<file path="src/rtl/win_pkg.sv">
package win_pkg;

    typedef enum logic [1:0] {
        MAP_128K  = 2'd0,
        MAP_WIN64 = 2'd1,
        MAP_LO32  = 2'd2,
        MAP_HI32  = 2'd3
    } map_e;

    localparam int unsigned WIN_SHIFT = 16;
    localparam int unsigned OFFS_W    = 17;
    localparam logic [7:0]  FILL_BYTE = 8'hFF;

    typedef struct packed {
        logic              hit;
        logic [OFFS_W-1:0] offs;
    } region_t;

    // Region check and offset inside the region for one map layout
    function automatic region_t region_of(map_e m, logic [19:0] a);
        region_t r;
        r.hit  = 1'b0;
        r.offs = '0;
        unique case (m)
            MAP_128K: begin
                r.hit  = (a[19:17] == 3'b101);
                r.offs = a[16:0];
            end
            MAP_WIN64: begin
                r.hit  = (a[19:16] == 4'hA);
                r.offs = {1'b0, a[15:0]};
            end
            MAP_LO32: begin
                r.hit  = (a[19:15] == 5'b10110);
                r.offs = {2'b00, a[14:0]};
            end
            MAP_HI32: begin
                r.hit  = (a[19:15] == 5'b10111);
                r.offs = {2'b00, a[14:0]};
            end
        endcase
        return r;
    endfunction

endpackage

</file>
<file path="src/rtl/win_bank_reg.sv">
module win_bank_reg #(
    parameter int unsigned BANK_W = 6
) (
    input  logic              clk,
    input  logic              rst,
    input  logic              ext_en,
    input  logic              bank_we,
    input  logic [15:0]       bank_in,
    output logic [BANK_W-1:0] bank_eff
);
    logic [BANK_W-1:0] bank_q;

    always_ff @(posedge clk) begin
        if (rst || !ext_en) begin
            bank_q <= '0;
        end else if (bank_we) begin
            bank_q <= bank_in[BANK_W-1:0];
        end
    end

    // Disabled extended mode forces the base back to zero at once
    assign bank_eff = ext_en ? bank_q : '0;
endmodule

</file>
<file path="src/rtl/win_region_dec.sv">
module win_region_dec
    import win_pkg::*;
(
    input  logic [19:0] bus_addr,
    input  logic [1:0]  map_mode,
    input  logic        ext_en,
    output map_e        mode_eff,
    output region_t     region
);
    always_comb begin
        mode_eff = ext_en ? MAP_WIN64 : map_e'(map_mode);
        region   = region_of(mode_eff, bus_addr);
    end
endmodule

</file>
<file path="src/rtl/win_addr_gen.sv">
module win_addr_gen
    import win_pkg::*;
#(
    parameter int unsigned VMEM_AW = 22
) (
    input  region_t                   region,
    input  map_e                      mode_eff,
    input  logic [VMEM_AW-WIN_SHIFT-1:0] bank,
    output logic [VMEM_AW-1:0]        vmem_addr
);
    localparam int unsigned SUM_W = ((VMEM_AW > OFFS_W) ? VMEM_AW : OFFS_W) + 1;

    logic [SUM_W-1:0] base;
    logic [SUM_W-1:0] sum;

    always_comb begin
        base      = (mode_eff == MAP_WIN64) ? SUM_W'({bank, {WIN_SHIFT{1'b0}}}) : '0;
        sum       = base + SUM_W'(region.offs);
        vmem_addr = region.hit ? sum[VMEM_AW-1:0] : '0;
    end
endmodule

</file>
<file path="src/rtl/win_xlate.sv">
module win_xlate
    import win_pkg::*;
#(
    parameter int unsigned VMEM_AW = 22
) (
    input  logic               clk,
    input  logic               rst,
    input  logic [19:0]        bus_addr,
    input  logic               rd,
    input  logic               wr,
    input  logic [1:0]         map_mode,
    input  logic               ext_en,
    input  logic               bank_we,
    input  logic [15:0]        bank_in,
    output logic               hit,
    output logic [VMEM_AW-1:0] vmem_addr,
    output logic               vmem_rd,
    output logic               vmem_wr,
    output logic [7:0]         fill_data
);
    localparam int unsigned BANK_W = VMEM_AW - WIN_SHIFT;

    logic [BANK_W-1:0] bank_eff;
    map_e              mode_eff;
    region_t           region;

    win_bank_reg #(.BANK_W(BANK_W)) bank_i (
        .clk      (clk),
        .rst      (rst),
        .ext_en   (ext_en),
        .bank_we  (bank_we),
        .bank_in  (bank_in),
        .bank_eff (bank_eff)
    );

    win_region_dec dec_i (
        .bus_addr (bus_addr),
        .map_mode (map_mode),
        .ext_en   (ext_en),
        .mode_eff (mode_eff),
        .region   (region)
    );

    win_addr_gen #(.VMEM_AW(VMEM_AW)) agen_i (
        .region    (region),
        .mode_eff  (mode_eff),
        .bank      (bank_eff),
        .vmem_addr (vmem_addr)
    );

    assign hit       = region.hit;
    assign vmem_rd   = rd & region.hit;
    assign vmem_wr   = wr & region.hit;
    assign fill_data = (rd && !region.hit) ? FILL_BYTE : 8'h00;
endmodule

</file>
<file path="config.mk">
export PLATFORM = sky130hd
export DESIGN_NAME = win_xlate
export DESIGN_NICKNAME = d
export VERILOG_FILES = /design/src/rtl/win_pkg.sv /design/src/rtl/win_bank_reg.sv /design/src/rtl/win_region_dec.sv /design/src/rtl/win_addr_gen.sv /design/src/rtl/win_xlate.sv
export SDC_FILE = /design/constraint.sdc
export NUM_CORES = 1
export LEC_CHECK = 0
export BUFFER_PORTS_ARGS = -buffer_cell sky130_fd_sc_hd__buf_2
export CAP_MARGIN = 0
export CORE_UTILIZATION = 34
export DETAILED_ROUTE_END_ITERATION = 7
export MAX_ROUTING_LAYER = met4
export PLACE_DENSITY = 0.78
export REMOVE_ABC_BUFFERS = 1
export SLEW_MARGIN = 20
export SYNTH_ARGS = -nofsm -noshare
export SYNTH_HDL_FRONTEND = slang
export SYNTH_SLANG_ARGS = --single-unit
</file>
<file path="constraint.sdc">
create_clock -name clk -period 1.1 [get_ports clk]
set_input_delay 0.055 -clock clk [delete_from_list [all_inputs] [get_ports clk]]
set_output_delay 0.055 -clock clk [all_outputs]
set_load 0.05 [all_outputs]
</file>
## Word level (Yosys, flattened, before mapping)

Index checks and enable logic that the tools add are counted.

- Logic and storage cells: 22
- Bits of input ports: 44
- Register bits after elaboration: 6
- Output and inout bits: 33

- Multiplexer cells: 6
- Bitwise logic cells: 2
- Reductions and logical operators: 5
- Equality and inequality tests: 7
- $add $sub $neg: 1

Operator list:

| kind | count |
|---|---|
| case mux 18 bit (4 select lines) | 1 |
| two-way mux 22 bit | 2 |
| adder 22 x 17 -> 22 bit | 1 |
| == test 5 bit, second input constant | 2 |
| two-way mux 8 bit | 1 |
| two-way mux 6 bit | 1 |
| == test 2 bit, second input constant | 2 |
| == test 4 bit, second input constant | 1 |
| == test 3 bit, second input constant | 1 |
| AND 1 bit | 2 |
| == test 2 x 1 -> 1 bit, second input constant | 1 |
| logical NOT 1 bit | 2 |
| logical NOT 2 bit | 1 |
| two-way mux 2 bit | 1 |
| logical AND 1 bit | 1 |
| logical OR 1 bit | 1 |

## Depth between registers and ports, before layout

Gate-level depths: netlist of the first run.

- Depth in word-level cells: 6
- Depth in mapped cells: 6

## Cells and area by module

A second synthesis of the first run with hierarchy kept.

- Cell total of the unflattened synthesis: 102
- Area total of the unflattened synthesis: 785.8 um^2

By module, submodules not included:

| module | area each (um^2) | cells an instance | seq. area each (um^2) | times used |
|---|---|---|---|---|
| win_bank_reg | 260.2 | 26 | 120.1 | 1 |
| win_addr_gen | 252.7 | 39 | 0.0 | 1 |
| win_region_dec | 196.4 | 27 | 0.0 | 1 |
| win_xlate | 76.3 | 10 | 0.0 | 1 |

## Least setup slack after synthesis of the first run

No wires, ideal clock.

- Kind: reg2out
- Start point: reg bank_i.bank_q[0]
- End point: out vmem_addr[18]
- Setup slack: -1370 ps
- Required time: 1045 ps
- Cell stages (with the launch flop): 6
- Buffers on the path: 0
- Arrival time: 2415 ps
- Cells stage by stage: dfxtp_1 -> and2_1 -> ha_1 -> ha_1 -> xor2_1 -> nor4_1

- Word-level cells in the longest chain between the ends: 4

Ends and longest elaborated chain:

| item | line | RTL |
|---|---|---|
| from (decl) | win_bank_reg.sv:11 | `logic [BANK_W-1:0] bank_q;` |
| from (signal assigned) | win_bank_reg.sv:17 | `bank_q <= bank_in[BANK_W-1:0];` |
| two-way mux 6 bit | win_bank_reg.sv:22 | `assign bank_eff = ext_en ? bank_q : '0;` |
| two-way mux 22 bit | win_addr_gen.sv:17 | `base = (mode_eff == MAP_WIN64) ? SUM_W'({bank, {WIN_SHIFT{1'b0}}}) : '0;` |
| adder 22 x 17 -> 22 bit | win_addr_gen.sv:18 | `sum = base + SUM_W'(region.offs);` |
| two-way mux 22 bit | win_addr_gen.sv:19 | `vmem_addr = region.hit ? sum[VMEM_AW-1:0] : '0;` |
| to (decl) | win_xlate.sv:16 | `output logic [VMEM_AW-1:0] vmem_addr,` |

Every way passes these cells.

## Worst setup path after layout of the first run

- Start point: reg bank_i.bank_q[0]
- End point: out vmem_addr[20]

Same word-level chain as after synthesis.

==> results.py, run 1 <==
metrics = {
    "timing": {
        "fmax_mhz": 568,
        "hold_slack_ns": 0.0656,
        "relSlewSlack": 0.755,
        "tns_ns": -10.81,
        "rsz0062_at_grt": "true",
        "clock_skew_ns": 0,
        "slew_viol_final": 0,
        "worst_pin_slew_ns": 0.366,
        "fin_crit_ns": 1.76,
        "min_period_over_period": 1.60,
        "layout_setup_ws_ns": -0.661,
        "hold_viol_final": 0,
        "setup_viol": 33,
    },
    "die": {
        "start_util": 0.358,
        "fp.coreArea_um2": 2450,
        "die_area_um2": 2790,
        "rows": 18,
        "io_pins": 77,
        "die_h_um": 52.8,
        "die_w_um": 52.8,
    },
    "power": {
        "leakage_nw": 0.945,
        "vdd_drop_max_mv": 0.745,
        "powerDensity_nw_per_um2": 571,
    },
    "placed_design": {
        "dp_hpwl_mm": 1.97,
        "preCtsSetupSlack_ns": -0.570,
        "placed_cells": 203,
        "portBuffers": 66,
        "gp_congestion": 0.819,
    },
    "clocking": {
        "ctsHoldBuffers": 0,
        "numCtsBuffers": 3,
        "clk_path_buf_depth": 2,
        "clockRootBuffer": "clkbuf_4",
        "cts.htree.levels": 1,
        "clk_pin_slew_worst_paths_ns": 0.05,
        "tritoncts": "built",
        "cts.sinks": 6,
        "insertion_delay_ns": 0.24,
    },
    "final_layout": {
        "layout-drive-gt1-share": 0.760,
        "register_area_um2": 121,
        "nNetsFinal": 244,
        "regMostFlops": "bank_i.bank_q",
        "reg_top3": "bank_i.bank_q (6)",
        "syn2layout_area_growth_pct": 146,
        "multiInputGateArea_um2": 855,
        "nFillCells": 103,
        "largest_register_ffs": 6,
        "final_cells": 226,
        "n_antenna_cell": 0,
    },
    "worst_setup_path": {
        "cp_cell_sequence": "and2_4 -> ha_4 -> ha_4 -> buf_6 -> nand3_4 -> xor2_2 -> nor2_2 -> buf_6",
        "cp-start-kind": "flop",
        "rr_worst_depth": 3,
        "crit_path_end_kind": "output port",
        "rr_endpoint": "bank_i.bank_q[3]",
        "slowest_delay_ns": 0.33,
        "cp_slowest_cell": "dfxtp_2",
        "critPathMaxFanout": 3,
        "crit_type": "reg2out",
        "r2r_setup_slack_ns": 0.30,
        "r2r-start": "bank_i.bank_q[3]",
        "startpoint": "bank_i.bank_q[0]",
        "crit_required_ns": 1.04,
        "cp_data_arrival_time_ns": 1.71,
    },
    "synth": {
        "netlist.area_leader.share": 0.242,
        "synth.largest_area_cell": "nor4_2",
        "ys_types": 28,
        "async_reset_ff_frac": 0,
        "synth.most_common_cell": "inv_1",
        "synth_area_um2": 878,
        "synth.top_cells.by_count": "inv_1 (19), nor4_2 (17), nor2_1 (8)",
        "yosys_warnings": 0,
        "synth-edff-count": 0,
        "synthFlopType": "dfxtp_1",
        "ys_ff_latch": 6,
        "synth-seq-area-share": 0.137,
        "avgSynthCellArea_um2": 8.70,
        "synthCells": 101,
        "netlist_top_cells_area": "nor4_2 (24%), dfxtp_1 (14%), inv_1 (8.1%)",
    },
    "grt": {
        "grt_overflow": 0,
        "grtUsageTotal": 0.282,
        "grt_first_pass_wirelength_mm": 5.32,
        "grt_max_degree": 16,
        "antenna_found_initial": 0,
        "grt_pass1_vias": 1128,
    },
    "min_path": {
        "min_from": "bank_in[5]",
        "min_to": "bank_i.bank_q[5]",
        "holdCritPathClass": "in2reg",
        "hold_depth": 3,
    },
    "flow_run": {
        "drv_cap": 0,
    },
    "routing": {
        "first_pass_iters": 4,
        "vias_per_cell": 5.30,
        "drcViolationCount": 0,
        "routed_wl_mm": 4.71,
        "wire_per_inst_um": 20.9,
        "drt_iter0_markers": 38,
        "ant_nets": 0,
        "vias": 1197,
    },
    "outcome": {
        "status": "finished, violations left",
        "failed_checks": "negative setup slack",
    },
}
power by group:
| group | internal [mW] | switching [mW] | leakage (nW) |
|---|---|---|---|
| Combinational | 0.371 | 0.430 | 0.882 |
| Sequential | 0.226 | 0.00623 | 0.0493 |
| Clock | 0.123 | 0.0788 | 0.0138 |
| Total | 0.720 | 0.515 | 0.945 |
worst max-delay path, delay by kind of cell, from the launching register on:
| kind | cells | cell delay (ns) |
|---|---|---|
| xor gates and xnor gates | 1 | 0.19 |
| adders and majority gates | 2 | 0.32 |
| buffers and inverters | 2 | 0.28 |
| DFF | 1 | 0.33 |
| and+or+nand+nor | 3 | 0.33 |
layout by cell type, fill, tap and decap left out, types with 2 or more instances in the layout:
master and instances:
nor4_4 19, nor2_1 7, buf_2 32, xor2_1 2, ha_4 2, buf_6 40
clkbuf_4 3, buf_12 9, nand2_1 3, buf_4 16, buf_8 8, dfxtp_1 5
nor3_4 2, inv_1 17, mux2i_1 6, inv_2 2
per-stage QoR:
| stage | utilization | area [µm²] | power (mW) |
|---|---|---|---|
| after floorplan | - | 766 | 0.497 |
| after global placement | 0.557 | 1370 | 0.712 |
| after detailed placement | 0.557 | 1370 | 0.719 |
| after CTS | 0.798 | 1960 | 1.13 |
| after global routing | 0.881 | 2160 | 1.29 |
| final | 0.881 | 2160 | 1.24 |
worst max-delay path by stage:
| stage | endpoint | slack (ns) |
|---|---|---|
| final | vmem_addr[20] | -0.66 |
| after global routing | vmem_addr[20] | -0.72 |
| after CTS | vmem_addr[18] | -0.65 |
| after detailed placement | vmem_addr[21] | -0.57 |
| after floorplan | fill_data[0] | -1.73 |
| after global placement | vmem_addr[21] | -0.48 |
cell type report:
cell class                      instances  area share
Clock buffer                            3      0.0104
Timing Repair Buffer                  106       0.488
Sequential cell                         6      0.0561
Multi-Input combinational cell         62       0.395
Inverter                               19      0.0330
Tap cell                               30      0.0174
cells by family (layout without fill, tap and decap cells):
logic type,after synthesis,after routing,share of synthesized area
flip-flops,6,6,0.137
AND/OR/NAND/NOR,45,45,0.467
XOR/XNOR,4,4,0.0399
AO/OA/AOI/OAI,5,5,0.0498
adder cells (fa/ha/maj),2,2,0.0285
buffers and inverters,33,128,0.209
multiplexers,6,6,0.0684
timing repair:
item,4_1_cts,5_1_grt
gates resized for setup,111,33
buffers inserted,16,12
gates cloned,1,1
setup endpoints to repair,33,33
pin swaps,29,22
metal layers:
layer / vias to the layer above / GRT usage / part of all wire
met1: 555 / 0.277 / 0.34
met3: 28 / 0.0203 / 0.079
met2: 88 / 0.538 / 0.52
li1: 526 / - / -
met5: - / - / 0
met4: 0 / 0.158 / 0.053
Power figures use the tool's default switching activity.
==> inputs of run 2 (changes only) <==
Settings changed: CAP_MARGIN 0 to not set, HOLD_SLACK_MARGIN set to 0.15.
==> results.py, run 2 (synthesis results as in run 1) <==
metrics = {
    "clocking": {
        "cts.htree.levels": 1,
        "insertion_delay_ns": 0.24,
        "cts.sinks": 6,
        "clk_path_buf_depth": 2,
        "tritoncts": "built",
        "clockRootBuffer": "clkbuf_4",
        "numCtsBuffers": 3,
        "clk_pin_slew_worst_paths_ns": 0.05,
    },
    "routing": {
        "drt_iter0_markers": 21,
        "vias": 1264,
        "routed_wl_mm": 5.11,
        "ant_nets": 0,
        "drcViolationCount": 0,
        "first_pass_iters": 4,
        "vias_per_cell": 5.42,
        "wire_per_inst_um": 21.9,
    },
    "grt": {
        "antenna_found_initial": 0,
        "grt_pass1_vias": 1136,
        "gr-usage-met1": 0.279,
        "grt_first_pass_wirelength_mm": 5.24,
        "grt_max_degree": 16,
        "top_usage_layer": "met2",
        "grtUsageTotal": 0.277,
        "gr-usage-met2": 0.496,
        "met3_usage": 0.0319,
        "grt_overflow": 0,
    },
    "power": {
        "p_clk_frac": 0.155,
        "powerDensity_nw_per_um2": 564,
        "power_frac_seq": 0.182,
        "p_total_mw": 1.28,
        "switchingPower_mw": 0.530,
        "switching_share": 0.414,
        "internal-power_mw": 0.749,
        "vdd_drop_max_mv": 0.803,
        "leakage_nw": 0.992,
        "p_comb_frac": 0.663,
    },
    "final_layout": {
        "final_cells": 233,
        "postLayoutCellArea_um2": 2270,
        "multiInputGateArea_um2": 857,
        "reg_top3": "bank_i.bank_q (6)",
        "regMostFlops": "bank_i.bank_q",
        "layout_common_cells": "buf_6 (42), buf_2 (31), nor4_4 (19), inv_1 (17), buf_4 (16)",
        "post-route-util": 0.923,
        "layout_commonest_cell": "buf_6",
        "n_antenna_cell": 0,
        "nNetsFinal": 251,
        "layout-drive-gt1-share": 0.744,
        "largest_register_ffs": 6,
        "syn2layout_area_growth_pct": 158,
        "register_area_um2": 121,
        "nFillCells": 81,
    },
    "worst_setup_path": {
        "r2r-start": "bank_i.bank_q[3]",
        "cp_slowest_cell": "or3_4",
        "crit_path_end_kind": "output port",
        "cp_data_arrival_time_ns": 1.71,
        "cp_top_family": "simple AND/OR/NAND/NOR gates",
        "crit_cells": 6,
        "crit_required_ns": 1.04,
        "startpoint": "bank_i.bank_q[0]",
        "slowest_delay_ns": 0.38,
        "rr_worst_depth": 3,
        "critPathMaxFanout": 3,
        "crit_type": "reg2out",
        "cp-start-kind": "flop",
        "cp_cell_sequence": "and2_4 -> ha_4 -> nand2_1 -> or3_4 -> a21oi_2 -> buf_6",
        "path_buf_inv": 1,
    },
    "timing": {
        "hold_viol_final": 0,
        "tns_ns": -9.67,
        "layout_setup_ws_ns": -0.669,
        "min_period_over_period": 1.61,
        "clock_skew_ns": 0,
        "setup_viol": 33,
        "fmax_mhz": 565,
        "fin_crit_ns": 1.77,
        "relSlewSlack": 0.742,
        "worst_pin_slew_ns": 0.383,
        "slew_viol_final": 0,
        "rsz0062_at_grt": "true",
    },
    "die": {
        "io_pins": 77,
        "die_h_um": 52.8,
        "die_w_um": 52.8,
        "rows": 18,
        "start_util": 0.358,
        "die_area_um2": 2790,
        "fp.coreArea_um2": 2450,
    },
    "placed_design": {
        "placed_cells": 203,
        "detailed_place.area_um2": 1370,
        "dp_hpwl_mm": 1.97,
        "portBuffers": 66,
        "gp_congestion": 0.819,
    },
    "outcome": {
        "failed_checks": "negative setup slack",
        "status": "finished, violations left",
    },
    "min_path": {
        "hold_depth": 3,
        "holdCritPathClass": "in2reg",
        "min_from": "bank_we",
    },
    "flow_run": {
        "drv_cap": 0,
    },
}
[run 2: cell types whose count changed in the layout (fill, tap and decap cells not counted), sizes merged]
cell         previous run  this run
buf                   105       106
dlygate4sd3             0         6
[run 2: power groups by stage]
stage	combinational, mW	sequential, mW	clock, mW
3_5_place_dp	0.485	0.234	0
5_1_grt	0.869	0.232	0.213
2_1_floorplan	0.263	0.234	0
6_report	0.847	0.233	0.199
4_1_cts	0.708	0.231	0.205
3_3_place_gp	0.479	0.233	0
[run 2: final cells by class]
class	instances	area share
Tap cell	30	0.0166
Sequential cell	6	0.0536
Clock buffer	3	0.00994
Timing Repair Buffer	113	0.510
Multi-Input combinational cell	62	0.378
Inverter	19	0.0315
[run 2: per-layer routing]
metal  up-vias  wire length (µm)
met4         0               225
met1       613              1980
met2        82              2630
li1        548                 -
met5         -                 0
met3        21               282
[run 2: worst reg2reg max path, delay by kind of cell (launching register included)]
family	cells	cell delay (ns)
AND/OR/NAND/NOR	1	0.08
flip-flops	1	0.33
multiplexers	1	0.17
buffers and inverters	1	0.16
[run 2: final timing paths]
path | to | slack (ns)
max | vmem_addr[21] | -0.67
min | bank_i.bank_q[5] | 0.24
max reg2reg | bank_i.bank_q[3] | 0.23
min reg2reg | bank_i.bank_q[0] | 0.62
[run 2: repair_timing]
action	in CTS	in global routing
hold endpoints to repair	6	0
setup endpoints to repair	33	33
gates cloned	1	1
pin swaps	29	16
resized for setup	111	37
hold buffers	6	0
buffers inserted	16	9
[run 2: metrics by stage]
stage | setup WS [ns] | hold WS, ns
after floorplan | -1.73 | 0.202
after global placement | -0.478 | 0.293
after detailed placement | -0.570 | 0.306
after CTS | -0.647 | 0.207
after global routing | -0.677 | 0.243
final | -0.669 | 0.240
